$ cat config.mk
export PLATFORM = sky130hd
export DESIGN_NAME = pkt_upsizer
export DESIGN_NICKNAME = d
export VERILOG_FILES = /design/src/rtl/upsz_pkg.sv /design/src/rtl/upsz_half_store.sv /design/src/rtl/upsz_err_track.sv /design/src/rtl/upsz_word_build.sv /design/src/rtl/pkt_upsizer.sv
export SDC_FILE = /design/constraint.sdc
export NUM_CORES = 1
export LEC_CHECK = 0
export BUFFER_PORTS_ARGS = -buffer_cell sky130_fd_sc_hd__buf_2
export CORE_MARGIN = 3
export CORE_UTILIZATION = 51
export DETAILED_ROUTE_END_ITERATION = 8
export GPL_ROUTABILITY_DRIVEN = 0
export PLACE_DENSITY = 0.78
export SLEW_MARGIN = 0
export SYNTH_ARGS = -nofsm -noshare
export SYNTH_HDL_FRONTEND = slang
export SYNTH_SLANG_ARGS = --single-unit
$ cat constraint.sdc
create_clock -name clk -period 2.5 [get_ports clk]
set_input_delay 0.25 -clock clk [delete_from_list [all_inputs] [get_ports clk]]
set_output_delay 0.25 -clock clk [all_outputs]
set_load 0.05 [all_outputs]
$ cat src/rtl/upsz_pkg.sv
package upsz_pkg;
  localparam int unsigned NARROW_W_DEF = 64;
  localparam int unsigned CHAN_W_DEF   = 8;

  typedef enum logic {
    SLOT_OPEN = 1'b0,
    SLOT_HELD = 1'b1
  } slot_e;
endpackage

$ cat src/rtl/upsz_half_store.sv
module upsz_half_store
  import upsz_pkg::*;
#(
  parameter int unsigned DW = NARROW_W_DEF,
  parameter int unsigned AW = CHAN_W_DEF
) (
  input  logic          clk,
  input  logic          rst,
  input  logic          ce,
  input  logic          take,
  input  logic          drop,
  input  logic [DW-1:0] d_data,
  input  logic          d_sop,
  input  logic          d_err,
  input  logic [AW-1:0] d_addr,
  output slot_e         slot,
  output logic [DW-1:0] h_data,
  output logic          h_sop,
  output logic          h_err,
  output logic [AW-1:0] h_addr
);

  always_ff @(posedge clk) begin
    if (rst) begin
      slot <= SLOT_OPEN;
    end else if (ce) begin
      if (take)      slot <= SLOT_HELD;
      else if (drop) slot <= SLOT_OPEN;
    end
  end

  always_ff @(posedge clk) begin
    if (rst) begin
      h_sop  <= 1'b0;
      h_err  <= 1'b0;
      h_addr <= '0;
    end else if (ce && take) begin
      h_sop  <= d_sop;
      h_err  <= d_err;
      h_addr <= d_addr;
    end
  end

  always_ff @(posedge clk) begin
    if (ce && take) h_data <= d_data;
  end

  p_take_drop_excl_r11: assert property (@(posedge clk) disable iff (rst)
    !(ce && take && drop));

  p_slot_frozen_r3: assert property (@(posedge clk) disable iff (rst)
    !ce |=> $stable(slot));

endmodule

$ cat src/rtl/upsz_err_track.sv
module upsz_err_track #(
  parameter bit STICKY = 1'b1
) (
  input  logic clk,
  input  logic rst,
  input  logic ce,
  input  logic mismatch,
  input  logic emit,
  output logic pend
);

  generate
    if (STICKY) begin : g_sticky
      always_ff @(posedge clk) begin
        if (rst)              pend <= 1'b0;
        else if (ce) begin
          if (mismatch)       pend <= 1'b1;
          else if (emit)      pend <= 1'b0;
        end
      end

      p_sticky_set_r10: assert property (@(posedge clk) disable iff (rst)
        (ce && mismatch) |=> pend);
    end else begin : g_plain
      assign pend = 1'b0;
    end
  endgenerate

endmodule

$ cat src/rtl/upsz_word_build.sv
module upsz_word_build
  import upsz_pkg::*;
#(
  parameter int unsigned DW  = NARROW_W_DEF,
  parameter int unsigned AW  = CHAN_W_DEF,
  parameter int unsigned EWI = $clog2(DW/8),
  parameter int unsigned EWO = EWI + 1
) (
  input  logic           beat_vld,
  input  logic [DW-1:0]  b_data,
  input  logic           b_sop,
  input  logic           b_eop,
  input  logic           b_err,
  input  logic [EWI-1:0] b_empty,
  input  logic [AW-1:0]  b_addr,
  input  slot_e          slot,
  input  logic [DW-1:0]  h_data,
  input  logic           h_sop,
  input  logic           h_err,
  input  logic [AW-1:0]  h_addr,
  input  logic           pend,
  output logic           take,
  output logic           drop,
  output logic           emit,
  output logic           mismatch,
  output logic [2*DW-1:0] w_data,
  output logic           w_sop,
  output logic           w_eop,
  output logic           w_err,
  output logic [EWO-1:0] w_empty,
  output logic [AW-1:0]  w_addr
);

  localparam logic [EWO-1:0] HALF_BYTES = EWO'(DW/8);

  always_comb begin
    take     = 1'b0;
    drop     = 1'b0;
    emit     = 1'b0;
    mismatch = 1'b0;
    w_data   = {h_data, b_data};
    w_sop    = h_sop;
    w_addr   = h_addr;
    w_eop    = 1'b0;
    w_err    = 1'b0;
    w_empty  = '0;
    if (beat_vld) begin
      if (slot == SLOT_OPEN) begin
        if (b_eop) begin
          emit    = 1'b1;
          w_data  = {b_data, {DW{1'b0}}};
          w_sop   = b_sop;
          w_addr  = b_addr;
          w_eop   = 1'b1;
          w_err   = b_err | pend;
          w_empty = {1'b0, b_empty} + HALF_BYTES;
        end else begin
          take = 1'b1;
        end
      end else begin
        emit     = 1'b1;
        drop     = 1'b1;
        mismatch = (b_addr != h_addr);
        w_eop    = b_eop | mismatch;
        w_err    = h_err | b_err | mismatch | pend;
        w_empty  = b_eop ? {1'b0, b_empty} : '0;
      end
    end
  end

endmodule

$ cat src/rtl/pkt_upsizer.sv
module pkt_upsizer
  import upsz_pkg::*;
#(
  parameter int unsigned NARROW_W = NARROW_W_DEF,
  parameter int unsigned CHAN_W   = CHAN_W_DEF,
  parameter bit          STICKY   = 1'b1,
  parameter int unsigned WIDE_W   = 2 * NARROW_W,
  parameter int unsigned EMP_IN_W = $clog2(NARROW_W/8),
  parameter int unsigned EMP_OUT_W = EMP_IN_W + 1
) (
  input  logic                 clk,
  input  logic                 rst,
  input  logic                 in_rd_avail,
  output logic                 in_wr_room,
  output logic                 in_rd_en,
  input  logic                 in_wr_en,
  input  logic                 in_sop,
  input  logic                 in_eop,
  input  logic                 in_err,
  input  logic [NARROW_W-1:0]  in_data,
  input  logic [EMP_IN_W-1:0]  in_empty,
  input  logic [CHAN_W-1:0]    in_addr,
  output logic                 out_rd_avail,
  input  logic                 out_wr_room,
  input  logic                 out_rd_en,
  output logic                 out_wr_en,
  output logic                 out_sop,
  output logic                 out_eop,
  output logic                 out_err,
  output logic [WIDE_W-1:0]    out_data,
  output logic [EMP_OUT_W-1:0] out_empty,
  output logic [CHAN_W-1:0]    out_addr
);

  assign out_rd_avail = in_rd_avail;
  assign in_wr_room   = out_wr_room;
  assign in_rd_en     = out_rd_en;

  logic                 ce;
  assign ce = out_rd_en;

  slot_e                slot;
  logic [NARROW_W-1:0]  h_data;
  logic                 h_sop, h_err;
  logic [CHAN_W-1:0]    h_addr;
  logic                 take, drop, emit, mismatch, pend;
  logic [WIDE_W-1:0]    w_data;
  logic                 w_sop, w_eop, w_err;
  logic [EMP_OUT_W-1:0] w_empty;
  logic [CHAN_W-1:0]    w_addr;

  upsz_half_store #(.DW(NARROW_W), .AW(CHAN_W)) u_store (
    .clk(clk), .rst(rst), .ce(ce), .take(take), .drop(drop),
    .d_data(in_data), .d_sop(in_sop), .d_err(in_err), .d_addr(in_addr),
    .slot(slot), .h_data(h_data), .h_sop(h_sop), .h_err(h_err), .h_addr(h_addr)
  );

  upsz_word_build #(.DW(NARROW_W), .AW(CHAN_W), .EWI(EMP_IN_W), .EWO(EMP_OUT_W)) u_build (
    .beat_vld(in_wr_en), .b_data(in_data), .b_sop(in_sop), .b_eop(in_eop),
    .b_err(in_err), .b_empty(in_empty), .b_addr(in_addr),
    .slot(slot), .h_data(h_data), .h_sop(h_sop), .h_err(h_err), .h_addr(h_addr),
    .pend(pend), .take(take), .drop(drop), .emit(emit), .mismatch(mismatch),
    .w_data(w_data), .w_sop(w_sop), .w_eop(w_eop), .w_err(w_err),
    .w_empty(w_empty), .w_addr(w_addr)
  );

  upsz_err_track #(.STICKY(STICKY)) u_err (
    .clk(clk), .rst(rst), .ce(ce), .mismatch(mismatch), .emit(emit), .pend(pend)
  );

  always_ff @(posedge clk) begin
    if (rst) begin
      out_wr_en <= 1'b0;
      out_sop   <= 1'b0;
      out_eop   <= 1'b0;
      out_err   <= 1'b0;
      out_empty <= '0;
      out_addr  <= '0;
      out_data  <= '0;
    end else if (ce) begin
      out_wr_en <= emit;
      if (emit) begin
        out_sop   <= w_sop;
        out_eop   <= w_eop;
        out_err   <= w_err;
        out_empty <= w_empty;
        out_addr  <= w_addr;
        out_data  <= w_data;
      end
    end
  end

  p_hold_r3: assert property (@(posedge clk) disable iff (rst)
    !out_rd_en |=> ($stable(out_wr_en) && $stable(out_data) && $stable(out_eop)
                    && $stable(out_err) && $stable(out_empty)));

  p_idle_r12: assert property (@(posedge clk) disable iff (rst)
    (out_rd_en && !in_wr_en) |=> !out_wr_en);

  p_flush_r6: assert property (@(posedge clk) disable iff (rst)
    (out_rd_en && in_wr_en && in_eop && slot == SLOT_OPEN) |=> (out_wr_en && out_eop));

  p_mismatch_r8: assert property (@(posedge clk) disable iff (rst)
    (out_rd_en && in_wr_en && slot == SLOT_HELD && in_addr != h_addr)
      |=> (out_err && out_eop));

  p_restart_r11: assert property (@(posedge clk) disable iff (rst)
    (out_rd_en && in_wr_en && slot == SLOT_HELD) |=> (out_wr_en && slot == SLOT_OPEN));

  p_first_half_r4: assert property (@(posedge clk) disable iff (rst)
    (out_rd_en && in_wr_en && !in_eop && slot == SLOT_OPEN) |=> !out_wr_en);

endmodule

# --- After elaboration in Yosys (flattened, before gate mapping) ---
# Cells that the tools add are included.
op_classes:
  n_addsub: 1
  mul: 0
  div_mod_pow: 0
  n_lt_le_gt_ge: 0
  eq_ne: 1
  shift: 0
  n_mux: 32
  bitwise: 5
  reduce_logical: 6
ops:
  columns: ["cell", "count"]
  rows:
  - ["2-to-1 mux 128 bit", 3]
  - ["2-to-1 mux 8 bit", 3]
  - ["2-to-1 mux 1 bit", 22]
  - ["2-to-1 mux 4 bit", 3]
  - ["inequality test 8 bit", 1]
  - ["AND reduction 2 bit", 3]
  - ["bitwise OR 1 bit", 5]
  - ["adder 3 x 4 -> 4 bit (second input constant)", 1]
  - ["nonzero test 2 bit", 2]
  - ["2-to-1 mux 3 bit", 1]
  - ["logical AND 1 bit", 1]
totals:
  regBits: 220
  latch_bits: 0
  mem_bits_rw: 0
  romBits: 0
  in_bits: 84
  out_inout_bits: 147
  word_cells: 58
  memories: 0

# --- Longest topological paths before layout ---
depth:
  depth_word: 5
  ltp_mapped: 6
  ltp_nobuf: 5

# --- Modules after synthesis ---
# Synthesis repeated with hierarchy kept, for this count alone.
hier_totals:
  cells_unflattened: 1106
  hier_area_um2: 10732.8
by_module_without_submodules:
  columns: ["module", "n_inst", "cells_per_inst", "area_each_um2", "seq_area_each_um2"]
  rows:
  - ["pkt_upsizer", 1, 658, 6643.9, 2882.8]
  - ["upsz_half_store", 1, 113, 2436.1, 2142.1]
  - ["upsz_word_build", 1, 331, 1610.3, 0.0]
  - ["upsz_err_track", 1, 4, 42.5, 20.0]

# --- Worst setup path after synthesis ---
# No wires, ideal clock.
synth_path:
  path_kind: "register to register"
  startpoint: "reg u_store.slot"
  endpoint: "reg u_store.h_data[0], enable pin"
  setup_time_ns: 0.396
  t_arrival_ns: 1.626
  required_time_ns: 2.104
  setup_slack_ns: 0.478
  path_stages_with_launch: 5
  path_buffers: 1
  synth_period_minus_slack_ns: 2.022
  path_cell_list: "dfxtp_1 -> nor2_1 -> nand3_1 -> inv_1 -> buf_2"
synth_between:
  elab_chain_len: 3
synth_rtl:
  columns: ["item", "line", "source"]
  rows:
  - ["start, declared", "upsz_half_store.sv:16", "output slot_e slot,"]
  - ["start signal, assigned", "upsz_half_store.sv:25", "slot <= SLOT_OPEN;"]
  - ["start signal, assigned", "upsz_half_store.sv:27", "if (take) slot <= SLOT_HELD;"]
  - ["start signal, assigned", "upsz_half_store.sv:28", "else if (drop) slot <= SLOT_OPEN;"]
  - ["2-to-1 mux 1 bit", "upsz_word_build.sv:48", "if (slot == SLOT_OPEN) begin"]
  - ["2-to-1 mux 1 bit", "upsz_word_build.sv:47", "if (beat_vld) begin"]
  - ["logical AND 1 bit", "upsz_half_store.sv:45", "if (ce && take) h_data <= d_data;"]
  - ["end signal, assigned", "upsz_half_store.sv:45", null]
  - ["end, declared", "upsz_half_store.sv:17", "output logic [DW-1:0] h_data,"]
# Every way passes these cells.
# A chain may end at the register's enable or synchronous reset.

# --- Worst setup path after layout ---
layout_path:
  startpoint: "reg u_store.slot"
  endpoint: "reg u_store.h_data[14], enable pin"
# The elaborated chain is that of the path after synthesis.

==> results.toml <==
[outcome]
status = "finished clean"

[placed_design]
portBuffers = 226
pre_cts_slack_ps = 703
dpl_cell_area_um2 = 9100
dpl.hpwl_um = 12800

[routing]
highest_layer = "met4"
wl_per_cell_um = 18.9
routed_via_density = 5.58
via_count = 6185
drc_errors = 0
met3_length_um = 1490
wl_um = 21000
firstDrtPassIters = 7
drt-met1-wl_um = 8300
ant_nets = 0
wl_met2_um = 10500
drt_iter0_drc = 314

[sta]
finalSetupViolCount = 0
holdWs_ps = 29.7
hold_viol = 0
fin_worst_skew_ps = 15.5
fin_crit_ps = 1820
slew_violations = 0
grt_setup_unrepaired = "false"
relSlewSlack_pct = 43.7
layout_worst_path_cycle_share_pct = 72.7
setup_tns_ps = 0
fmax_mhz = 550
layout_setup_ws_ps = 682
worst_pin_slew_ps = 844

[synth]
yosys_most_used_dff = "dfxtp_1"
synthTopCellsByCount = "dfxtp_1 (156), nor2_1 (82), a211oi_1 (74), mux2i_1 (74)"
async_reset_ff_share_pct = 0
synth.cell_area_um2 = 7890
syn_inst = 629
ys_types = 29
syn-num-nets = 713
seq_area_frac_synth_pct = 63.9
synth_top_cell_by_area = "dfxtp_1"
yosysMostFrequentCell = "dfxtp_1"
synth_edf_count = 64
yosysWarnings = 0
synth_area_leaders = "dfxtp_1 (40%), edfxtp_1 (24%), mux2i_1 (9.4%)"
synth_top_area_share_pct = 39.6
yosys_register_bits = 220
syn_area_per_cell_um2 = 12.5

[floorplan]
io-pin-count = 231
core-area_um2 = 14800
die_w_um = 130
start_util_pct = 53.3
die_height_um = 130
rows = 44
die-area_um2 = 17000

[final_layout]
nNetsFinal = 990
post-route-cell-area_um2 = 10500
area_growth_pct = 33.2
fillCellCount = 1006
drive_above_1_share_pct = 29.7

[grt]
antenna_found_initial = 1
grt_max_degree = 80
grt_pass1_vias = 6362
overflow = 0
grt.total_usage_pct = 24.0
grt_pass1_wl_um = 32600

[clock_network]
root_buffer = "clkbuf_16"
ctsResizeCount = 0
cts_tree = "yes"
insertion_delay_ps = 500
clockBufferDepth = 3
clkSlewWorstSetupHoldPaths_ps = 60
post_cts_buffers = 0
htreeDepth = 1
cts_hold_buffers = 69
clkSinkCount = 220
cts_made_buffers = 23

[power]
finalPower_mw = 8.13
p_leak_nw = 4.73
p_per_area_nw_per_um2 = 773
irDropWorstVdd_mv = 0.550

[job]
max_cap_viol_count = 0

[setup_path]
cp.required_ps = 2690
cp-end-kind = "register"
arrival_ps = 2010
start_kind = "register"
critical_path_class = "reg2reg"
worstPathMaxFanout = 29

[min_path]
hold_class = "in2reg"
-- metal layers --
metal / GRT usage, % / up-vias
li1: - / 2897
met1: 28.9 / 2970
met3: 5.12 / 57
met4: 9.38 / 0
met2: 42.4 / 261
met5: 0 / -
-- logic make-up after synthesis --
| family | share of synthesized area (%) |
|---|---|
| AO/OA/AOI/OAI | 15.4 |
| XOR/XNOR | 0.888 |
| buffers and inverters | 4.33 |
| flip-flops | 63.9 |
| multiplexers | 9.38 |
| AND/OR/NAND/NOR | 6.09 |
-- placed cells by master, fill, tap and decap left out, drive strengths merged, types with 8 or more instances in the layout --
cell / netlist / final
mux2i: 74 / 74
clkbuf: 12 / 34
edfxtp: 64 / 64
xnor2: 8 / 8
a21oi: 12 / 12
a211oi: 74 / 74
buf: 41 / 236
nand2: 21 / 21
dlygate4sd3: 0 / 69
nor2: 83 / 83
dfxtp: 156 / 156
a22o: 64 / 64
-- sequential cells by signal, indices dropped and copies added, names as in the netlist --
register / cells
out_data: 128
out_wr_en: 1
out_eop: 1
u_store.h_err: 1
u_store.h_addr: 8
out_addr: 8
out_sop: 1
out_err: 1
u_err.pend: 1
u_store.slot: 1
u_store.h_data: 64
u_store.h_sop: 1
out_empty: 4
-- final cells by class --
cell class / instances / area, um2 / area share [%]
Antenna cell: 2 / 5.00 / 0.0476
Clock buffer: 34 / 647 / 6.15
Clock inverter: 8 / 73.8 / 0.702
Inverter: 2 / 7.51 / 0.0714
Multi-Input combinational cell: 354 / 2520 / 24.0
Sequential cell: 220 / 5040 / 48.0
Tap cell: 184 / 230 / 2.19
Timing Repair Buffer: 305 / 1990 / 18.9
-- per-stage QoR --
step | std cells | util, %
floorplan | 629 | -
global placement | 996 | 61.4
detailed placement | 996 | 61.4
CTS | 1107 | 71.0
global route | 1108 | 71.0
finish | 1109 | 71.0
-- worst paths after layout --
| check | start | end | slack [ps] | cells after the start |
|---|---|---|---|---|
| setup / recovery | u_store.slot | u_store.h_data[14] | 680 | 4 |
| hold / removal | in_addr[0] | u_store.h_addr[0] | 30 | 3 |
| setup reg to reg | u_store.slot | u_store.h_data[14] | 680 | 4 |
| hold reg to reg | u_store.h_sop | u_store.h_sop | 460 | 2 |
-- worst max-delay path, cell delays in order (launching register included) --
cell and delay, ps:
dfxtp_1 360, nor2_1 300, nand3_1 170, inv_2 410, buf_12 270
-- power breakdown --
group          leakage [nW]  switching (mW)  internal (mW)  total [mW]
registers              1.86          0.0659           3.80        3.87
clock network         0.356            1.32           1.90        3.23
logic                  2.52           0.694          0.336        1.03
Power figures use the tool's default switching activity.
